==> src/rtl/io_dec_pkg.sv <==
`timescale 1ns/1ps
// Shared types for the I/O window decoder.
// Assumes: read source codes are visible at the top as a 2-bit field.
package io_dec_pkg;
    typedef enum logic [1:0] {
        SEL_NONE = 2'd0,
        SEL_INT  = 2'd1,
        SEL_PAD0 = 2'd2,
        SEL_PAD1 = 2'd3
    } rd_sel_e;
endpackage

==> src/rtl/io_dec_sync.sv <==
`timescale 1ns/1ps
// Pin conditioning chain: a shift register of STAGES flops.
// Assumes: the same chain is used for reset and test, so both see equal delay;
// the chain has no reset of its own because it produces the reset.
module io_dec_sync #(
    parameter int STAGES = 2
) (
    input  logic clk,
    input  logic d,
    output logic q
);
    logic [STAGES-1:0] chain;

    // shift the pin level through the chain
    always_ff @(posedge clk) begin
        chain <= {chain[STAGES-2:0], d};
    end

    assign q = chain[STAGES-1];
endmodule

==> src/rtl/io_dec_rd.sv <==
`timescale 1ns/1ps
// Read-side decode: per-offset read strobes, joypad read strobes, bus
// direction and read source selection.
// Assumes: in_win and off come from a full address compare; all outputs
// are combinational and valid while phase is high.
module io_dec_rd
    import io_dec_pkg::*;
#(
    parameter int OFF_W      = 5,
    parameter int DATA_W     = 8,
    parameter int STATUS_OFF = 21,
    parameter int PAD0_OFF   = 22,
    parameter int PAD1_OFF   = 23,
    parameter int EXT_LO     = 24,
    parameter int EXT_HI     = 26,
    localparam int NREG      = 1 << OFF_W
) (
    input  logic              clk,
    input  logic              rst_q_n,
    input  logic              phase,
    input  logic              rnw,
    input  logic              in_win,
    input  logic [OFF_W-1:0]  off,
    input  logic              test_q,
    input  logic [DATA_W-1:0] int_data,
    input  logic [DATA_W-1:0] pad0_data,
    input  logic [DATA_W-1:0] pad1_data,
    output logic [NREG-1:0]   rd_stb,
    output logic [1:0]        pad_rd_stb,
    output logic              bus_oe,
    output rd_sel_e           rd_sel,
    output logic [DATA_W-1:0] rd_data
);
    logic rd_act;
    assign rd_act = phase & rnw & in_win;

    // one strobe per offset; extra registers only in test mode
    for (genvar i = 0; i < NREG; i++) begin : g_rd
        localparam bit IS_EXT = (i >= EXT_LO) && (i <= EXT_HI);
        if (IS_EXT) begin : g_ext
            assign rd_stb[i] = rd_act & test_q & (off == OFF_W'(i));
        end else begin : g_std
            assign rd_stb[i] = rd_act & (off == OFF_W'(i));
        end
    end

    assign pad_rd_stb[0] = rd_act & (off == OFF_W'(PAD0_OFF));
    assign pad_rd_stb[1] = rd_act & (off == OFF_W'(PAD1_OFF));
    assign bus_oe        = rd_act & (test_q | (off == OFF_W'(STATUS_OFF)));

    // choose the read source; internal wins over the joypad ports
    always_comb begin
        if (bus_oe)             rd_sel = SEL_INT;
        else if (pad_rd_stb[0]) rd_sel = SEL_PAD0;
        else if (pad_rd_stb[1]) rd_sel = SEL_PAD1;
        else                    rd_sel = SEL_NONE;
    end

    // route the selected stub data
    always_comb begin
        case (rd_sel)
            SEL_INT:  rd_data = int_data;
            SEL_PAD0: rd_data = pad0_data;
            SEL_PAD1: rd_data = pad1_data;
            default:  rd_data = '0;
        endcase
    end


    oe_status_only_chk: assert property (@(posedge clk) disable iff (!rst_q_n)
        (bus_oe && !test_q) |-> (off == OFF_W'(STATUS_OFF)));

    oe_needs_read_chk: assert property (@(posedge clk) disable iff (!rst_q_n)
        bus_oe |-> (phase && rnw));

    pad_sel_mode_chk: assert property (@(posedge clk) disable iff (!rst_q_n)
        (rd_sel == SEL_PAD0 || rd_sel == SEL_PAD1) |-> !test_q);

    ext_rd_mode_chk: assert property (@(posedge clk) disable iff (!rst_q_n)
        (|rd_stb[EXT_HI:EXT_LO]) |-> test_q);

    rd_onehot_chk: assert property (@(posedge clk) disable iff (!rst_q_n)
        $onehot0(rd_stb));
endmodule

==> src/rtl/io_dec_wr.sv <==
`timescale 1ns/1ps
// Write-side decode: captures the access during the high phase and emits a
// one-cycle write pulse on the cycle in which phase falls.
// Assumes: phase is synchronous to clk; rst_q_n is the conditioned reset.
module io_dec_wr #(
    parameter int OFF_W    = 5,
    parameter int PAD0_OFF = 22,
    parameter int EXT_LO   = 24,
    parameter int EXT_HI   = 26,
    localparam int NREG    = 1 << OFF_W
) (
    input  logic             clk,
    input  logic             rst_q_n,
    input  logic             phase,
    input  logic             rnw,
    input  logic             in_win,
    input  logic [OFF_W-1:0] off,
    input  logic             test_q,
    output logic [NREG-1:0]  wr_stb,
    output logic             pad_wr_stb
);
    logic             phase_d;
    logic             cap_wr;
    logic [OFF_W-1:0] cap_off;
    logic             fire;

    // remember the phase and the access seen while phase is high
    always_ff @(posedge clk) begin
        if (!rst_q_n) begin
            phase_d <= 1'b0;
            cap_wr  <= 1'b0;
            cap_off <= '0;
        end else begin
            phase_d <= phase;
            if (phase) begin
                cap_wr  <= !rnw && in_win;
                cap_off <= off;
            end
        end
    end

    assign fire = phase_d & ~phase & cap_wr & rst_q_n;

    // one pulse per offset; extra registers only in test mode
    for (genvar i = 0; i < NREG; i++) begin : g_wr
        localparam bit IS_EXT = (i >= EXT_LO) && (i <= EXT_HI);
        if (IS_EXT) begin : g_ext
            assign wr_stb[i] = fire & test_q & (cap_off == OFF_W'(i));
        end else begin : g_std
            assign wr_stb[i] = fire & (cap_off == OFF_W'(i));
        end
    end

    assign pad_wr_stb = fire & (cap_off == OFF_W'(PAD0_OFF));


    wr_onehot_chk: assert property (@(posedge clk) disable iff (!rst_q_n)
        $onehot0(wr_stb));

    wr_after_fall_chk: assert property (@(posedge clk) disable iff (!rst_q_n)
        (|wr_stb) |-> ($past(phase) && !phase));

    ext_wr_mode_chk: assert property (@(posedge clk) disable iff (!rst_q_n)
        (|wr_stb[EXT_HI:EXT_LO]) |-> test_q);

    wr_reset_quiet_chk: assert property (@(posedge clk)
        !rst_q_n |-> (wr_stb == '0 && !pad_wr_stb));
endmodule

==> src/rtl/io_dec.sv <==
`timescale 1ns/1ps
// Top of the I/O window decoder: conditions the reset and test pins through
// identical chains, compares the address against the window and hands the
// offset to the read and write decoders.
// Assumes: WIN_BASE is aligned to the window size.
module io_dec
    import io_dec_pkg::*;
#(
    parameter int          ADDR_W      = 16,
    parameter int          OFF_W       = 5,
    parameter int          DATA_W      = 8,
    parameter int          SYNC_STAGES = 2,
    parameter logic [15:0] WIN_BASE    = 16'h4000,
    parameter int          STATUS_OFF  = 21,
    parameter int          PAD0_OFF    = 22,
    parameter int          PAD1_OFF    = 23,
    parameter int          EXT_LO      = 24,
    parameter int          EXT_HI      = 26,
    localparam int         NREG        = 1 << OFF_W
) (
    input  logic              clk,
    input  logic              rst_n,
    input  logic              test_in,
    input  logic              phase,
    input  logic [ADDR_W-1:0] addr,
    input  logic              rnw,
    input  logic [DATA_W-1:0] int_data,
    input  logic [DATA_W-1:0] pad0_data,
    input  logic [DATA_W-1:0] pad1_data,
    output logic [NREG-1:0]   reg_rd_stb,
    output logic [NREG-1:0]   reg_wr_stb,
    output logic [1:0]        pad_rd_stb,
    output logic              pad_wr_stb,
    output logic              bus_oe,
    output logic [1:0]        rd_sel,
    output logic [DATA_W-1:0] rd_data
);
    logic             rst_q_n;
    logic             test_q;
    logic             in_win;
    logic [OFF_W-1:0] off;
    rd_sel_e          sel;

    io_dec_sync #(.STAGES(SYNC_STAGES)) u_rst_cond (
        .clk(clk), .d(rst_n), .q(rst_q_n));
    io_dec_sync #(.STAGES(SYNC_STAGES)) u_test_cond (
        .clk(clk), .d(test_in), .q(test_q));

    assign in_win = (addr[ADDR_W-1:OFF_W] == WIN_BASE[ADDR_W-1:OFF_W]);
    assign off    = addr[OFF_W-1:0];

    io_dec_rd #(
        .OFF_W(OFF_W), .DATA_W(DATA_W), .STATUS_OFF(STATUS_OFF),
        .PAD0_OFF(PAD0_OFF), .PAD1_OFF(PAD1_OFF),
        .EXT_LO(EXT_LO), .EXT_HI(EXT_HI)
    ) u_rd (
        .clk(clk), .rst_q_n(rst_q_n), .phase(phase), .rnw(rnw),
        .in_win(in_win), .off(off), .test_q(test_q),
        .int_data(int_data), .pad0_data(pad0_data), .pad1_data(pad1_data),
        .rd_stb(reg_rd_stb), .pad_rd_stb(pad_rd_stb), .bus_oe(bus_oe),
        .rd_sel(sel), .rd_data(rd_data));

    io_dec_wr #(
        .OFF_W(OFF_W), .PAD0_OFF(PAD0_OFF),
        .EXT_LO(EXT_LO), .EXT_HI(EXT_HI)
    ) u_wr (
        .clk(clk), .rst_q_n(rst_q_n), .phase(phase), .rnw(rnw),
        .in_win(in_win), .off(off), .test_q(test_q),
        .wr_stb(reg_wr_stb), .pad_wr_stb(pad_wr_stb));

    assign rd_sel = sel;


    no_win_quiet_chk: assert property (@(posedge clk) disable iff (!rst_q_n)
        !in_win |-> (reg_rd_stb == '0 && pad_rd_stb == 2'b00 && !bus_oe));
endmodule

==> config.mk <==
export PLATFORM = sky130hd
export DESIGN_NAME = io_dec
export DESIGN_NICKNAME = d
export VERILOG_FILES = /design/src/rtl/io_dec_pkg.sv /design/src/rtl/io_dec_sync.sv /design/src/rtl/io_dec_rd.sv /design/src/rtl/io_dec_wr.sv /design/src/rtl/io_dec.sv
export SDC_FILE = /design/constraint.sdc
export NUM_CORES = 1
export LEC_CHECK = 0
export ABC_AREA = 1
export ABC_CLOCK_PERIOD_IN_PS = 1900
export CORE_ASPECT_RATIO = 1.4
export CORE_MARGIN = 8
export CORE_UTILIZATION = 28
export DETAILED_ROUTE_END_ITERATION = 6
export GPL_ROUTABILITY_DRIVEN = 0
export HOLD_SLACK_MARGIN = 0.1
export PLACE_DENSITY = 0.76
export RECOVER_POWER = 100
export SLEW_MARGIN = 10
export SYNTH_ARGS = -nofsm -noshare
export SYNTH_HDL_FRONTEND = slang
export SYNTH_HIERARCHICAL = 1
export SYNTH_SLANG_ARGS = --single-unit
==> constraint.sdc <==
create_clock -name clk -period 1.9 [get_ports clk]
set_input_delay 0.38 -clock clk [delete_from_list [all_inputs] [get_ports clk]]
set_output_delay 0.38 -clock clk [all_outputs]
set_load 0.005 [all_outputs]
======== Yosys cells after proc, flatten, opt, wreduce, memory -nomap -nowiden ========
Index checks and enable logic that the tools add are counted.
word-level totals
  register bits ........................... 11
  bits in latches ......................... 0
  bits in writable memories ............... 0
  bits in read-only memories .............. 0
  input port bits ......................... 45
  output and inout bits ................... 78
  word-level logic and storage cells ...... 153
  memories ................................ 0
operators by class
  add/sub/neg operators ................... 0
  multipliers ............................. 0
  divide/modulo/power cells ............... 0
  $lt $le $gt $ge ......................... 0
  equality and inequality tests ........... 66
  shift-type cells ........................ 0
  mux-type cells .......................... 4
  bitwise logic cells ..................... 74
  reduce and logical (&&, ||, !) cells .... 4
operators with widths
  kind                  number
  $eq 5x5->1 const B    32
  $eq 5x4->1 const B    16
  $and 1x1->1           72
  $eq 5x3->1 const B    8
  $pmux 8 s3            1
  $eq 5x2->1 const B    4
  $eq 11x10->1 const B  1
  $eq 5x1->1 const B    2
  $logic_not 5->1       2
  $mux 2                3
  $eq 2x2->1 const B    2
  $eq 2x1->1 const B    1
  $logic_and 1x1->1     1
  $logic_not 1->1       1
  $not 1->1             1
  $or 1x1->1            1

======== Depth between registers and ports, before layout ========
  word-level depth ........................ 8
  gate-level depth with buffers ........... 14
  mapped depth without buffers ............ 13

======== Cells and area by module ========
The synthesis kept the hierarchy.
modules (own cells, without submodules)
  module       times used  cells each  area each (um2)  sequential area each (um2)
  io_dec_rd    1           141         633.1            0.0
  io_dec_wr    1           98          556.8            140.1
  io_dec_sync  2           2           40.0             40.0
  io_dec       1           18          70.1             0.0

======== Worst setup path before layout ========
OpenSTA, ideal clock, no wires.
  path type ............................... input to output
  from .................................... input port addr[5]
  to ...................................... output port rd_data[1]
  arrival ................................. 1.492 ns
  data required time ...................... 1.520 ns
  slack ................................... 0.028 ns
  stages on the path ...................... 14
  path buffers ............................ 1
  path through ............................ inv_1 nand2_1 nor2_1 nand2_1 nor2_2 nand3_2 nor2_4 nand2_2 nand2_4 inv_4 buf_6 nor2_4 nor2_1 nand2_1
between the ends
  elaborated cells between the ends (all ways) .. 12
  classes of those cells .................. 4 x eq/ne; 4 x mux; 4 x bitwise
RTL lines
  element                                   RTL line         RTL
  start: declaration                        io_dec.sv:25     input logic [ADDR_W-1:0] addr,
  $eq 11x10->1 *                            io_dec.sv:49     assign in_win = (addr[ADDR_W-1:OFF_W] == WIN_BASE[ADDR_W-1:OFF_W]);
  via in_win                                io_dec.sv:40     logic in_win;
  $and 1x1->1 *                             io_dec_rd.sv:35  assign rd_act = phase & rnw & in_win;
  $and 1x1->1 *                             io_dec_rd.sv:49  assign bus_oe = rd_act & (test_q | (off == OFF_W'(STATUS_OFF)));
  via bus_oe                                io_dec.sv:34     output logic bus_oe,
  $mux 2 *                                  io_dec_rd.sv:53  if (bus_oe) rd_sel = SEL_INT;
  $eq 2x2->1 or $eq 2x1->1 (tied branches)  io_dec_rd.sv:61  case (rd_sel)
  $pmux 8 s3 *                              io_dec_rd.sv:61
  end: declaration                          io_dec.sv:36     output logic [DATA_W-1:0] rd_data
Mark *: on every way through the listed nets, which the timed path passes. The rest lies on a longest branch.

======== Worst setup path after layout ========
  from .................................... input port addr[4]
  to ...................................... output port rd_data[6]
between the ends
  longest elaborated chain between the ends .. 7
  elaborated cells between the ends (all ways) .. 14
  classes of those cells .................. 6 x eq/ne; 4 x mux; 4 x bitwise
RTL lines
  element                                   RTL line         RTL
  $eq 5x5->1                                io_dec_rd.sv:48  assign pad_rd_stb[1] = rd_act & (off == OFF_W'(PAD1_OFF));
  $and 1x1->1                               io_dec_rd.sv:48
  $mux 2                                    io_dec_rd.sv:55  else if (pad_rd_stb[1]) rd_sel = SEL_PAD1;
  $mux 2                                    io_dec_rd.sv:54  else if (pad_rd_stb[0]) rd_sel = SEL_PAD0;
  $mux 2 *                                  io_dec_rd.sv:53
  $eq 2x2->1 or $eq 2x1->1 (tied branches)  io_dec_rd.sv:61
  $pmux 8 s3 *                              io_dec_rd.sv:61
Every way passes the cells marked *; elsewhere a longest branch is shown, timed or not.

==> results.yml <==
final_layout:
  fin_nets: 483
  synthToLayoutAreaGrowth_pct: 144
  antenna_cells: 0
  fillerInstances: 432
  stdcell_area_um2: 3270
  fin_cells: 501
  drive_above_1_share: 0.439
synthesis:
  yosys.area.top_type: "nor2_1"
  syn-num-nets: 306
  synth_commonest_cells: "nor2_1, nand2_1, inv_1"
  yosys-top-cells-area: "nor2_1, dfxtp_1, nand2_1"
  synth-compound-area-share: 0.0336
  yosys.area_share.adder: 0
  synth_top_area_share: 0.286
  yosysWarnings: 6
  synth_edf_count: 0
  postSynthCellCount: 261
  synth_simple_gate_area_share: 0.627
  muxShareOfSynthArea: 0
  yosysMostFrequentCell: "nor2_1"
  seq_area_frac_synth: 0.164
  synth_top_family_by_area: "simple AND/OR/NAND/NOR gates"
  syn_area_um2: 1340
  synth-xor-area-share: 0
  synth_cell_type_count: 23
  synth-async-reset-ratio: 0
  synth_flop_cell: "dfxtp_1"
  ys_ff_latch: 11
  syn_area_per_cell_um2: 5.13
pwr:
  p_total_mw: 0.722
  max-vdd-ir-drop_mv: 0.275
  p_seq_frac: 0.355
  power.leakage_nw: 1.70
  p_clk_frac: 0.315
  p_per_area_nw_per_um2: 221
  internal_power_mw: 0.515
  p_comb_frac: 0.330
  p_sw_frac: 0.286
  switching_power_mw: 0.207
clock_tree:
  cts-htree-levels: 1
  cts.sinks: 11
  clock_path_buffers: 2
  clkSlewWorstSetupHoldPaths_ps: 50
  cts_buffers: 3
  clock_latency_ps: 240
  cts-root-buf: "clkbuf_8"
  cts_tree: "yes"
drt:
  routed_wl_mm: 7.58
  wl_met2_mm: 4.38
  drt-met1-wl_mm: 2.43
  via_per_inst: 4.60
  vias: 2306
  drt-wirelength-per-cell_um: 15.1
  detail-route-antenna-nets: 0
  wl_met3_um: 475
  highest_layer: "met4"
  drt_pass1_iterations: 4
  drc_errors: 0
  drt-initial-drc-count: 81
status:
  status: "finished with violations"
  violations: "negative setup slack"
place:
  placed_area_um2: 2790
  hpwl_mm: 5.01
  place_inst: 465
  port_buffers: 122
global_routing:
  antenna_found_initial: 0
  grt_max_degree: 18
  grt_pass1_wl_mm: 10.9
  grt_pass1_vias: 2436
  grt-ovfl-total: 0
  track_usage: 0.185
floorplan:
  fp.dieH_um: 97.9
  start_util: 0.283
  rows: 30
  die-area_um2: 7290
  die_w_um: 74.5
  ios: 123
  core-area_um2: 4730
timing:
  max_slew.worst_pin.slew_ps: 317
  maxSlewHeadroom: 0.788
  layout_setup_ws_ps: -419
  fmax_ghz: 0.431
  setup_viol_count_final: 55
  whs_ps: 330
  slew_viol_final: 0
  period_minus_slack_ps: 2320
  final_hold_viol_count: 0
  finalCritPeriodShare: 1.22
  rsz0062_at_grt: "yes"
  fin_skew_ps: 6.73
  fin_setup_tns_ps: -11620
worst_setup_path:
  path_class: "in2out"
  critical_path_required_ps: 1520
  crit_path_start_kind: "input port"
  r2r_setup_slack_ps: 990
  crit_fanout: 5
  arrival_ps: 1940
  worstSetupEndpointType: "output port"
worst_hold_path:
  hp-class: "reg2reg"
run:
  max_cap_viol_count: 0
-- layout make-up --
type	instances	area [µm²]	share of cell area
Timing Repair Buffer	177	1540	0.473
Multi-Input combinational cell	200	1180	0.362
Sequential cell	11	221	0.0678
Inverter	45	191	0.0586
Tap cell	64	80.1	0.0245
Clock buffer	4	45.0	0.0138
-- registers in the layout, summed over array words and instances (netlist names) --
register and count:
u_wr/phase_d 1, u_rst_cond/chain 2, u_wr/cap_off 5, u_test_cond/chain 2
u_wr/cap_wr 1
-- final timing paths --
check | from | to | cells past startpoint
hold / removal | u_test_cond/chain[0] | u_test_cond/chain[1] | 0
setup reg to reg | u_wr/cap_wr | u_wr/cap_wr | 5
hold reg to reg | u_test_cond/chain[0] | u_test_cond/chain[1] | 0
setup / recovery | addr[4] | rd_data[6] | 10
-- placed cells by master (no fill, tap or decap), drive strengths merged --
master / instances
clkdlybuf4s50: 25
dlygate4sd3: 2
nand2: 60
nor2: 110
inv: 44
clkbuf: 11
a21oi: 4
clkinv: 1
nand3b: 3
clkdlybuf4s15: 7
dlygate4sd2: 33
nand4: 11
o21ai: 5
buf: 103
nor3: 1
dfxtp: 11
nand3: 6
-- cells by family (layout without fill, tap and decap cells) --
| logic type | Yosys count | after routing |
|---|---|---|
| compound gates | 9 | 9 |
| buf+inv | 53 | 226 |
| flops | 11 | 11 |
| simple gates | 188 | 191 |
-- metal layers --
metal / vias up / track usage
met2: 85 / 0.375
li1: 1140 / -
met5: - / 0
met4: 0 / 0.0879
met3: 20 / 0.0462
met1: 1061 / 0.149
-- power groups by stage --
stage / Clock [mW] / Combinational [mW] / Sequential (mW)
2_1_floorplan: 0 / 0.0700 / 0.258
3_3_place_gp: 0 / 0.210 / 0.257
3_5_place_dp: 0 / 0.214 / 0.258
4_1_cts: 0.234 / 0.224 / 0.256
5_1_grt: 0.251 / 0.257 / 0.258
6_report: 0.228 / 0.238 / 0.256
-- stage by stage --
step,setup WS [ps],util
finish,-419,0.690
global route,-533,0.690
CTS,-364,0.649
detailed placement,-995,0.589
global placement,-966,0.589
floorplan,27.6,-
-- critical path: stages --
cell             delay [ps]
clkdlybuf4s50_1         500
inv_1                    90
nor2_4                  200
buf_6                   160
clkinv_8                 70
nor2_4                  140
buf_6                   120
nand4_1                 110
nand2_1                  70
buf_2                   110
-- repair_timing --
item	in CTS	in global routing
endpoints found under the setup margin	78	49
endpoints found under the hold margin	0	0
gates cloned	5	0
pin swaps	43	23
buffers inserted	24	6
gates resized for setup	320	74
hold buffers	0	0
No activity file was read; power rests on OpenSTA's default activity.
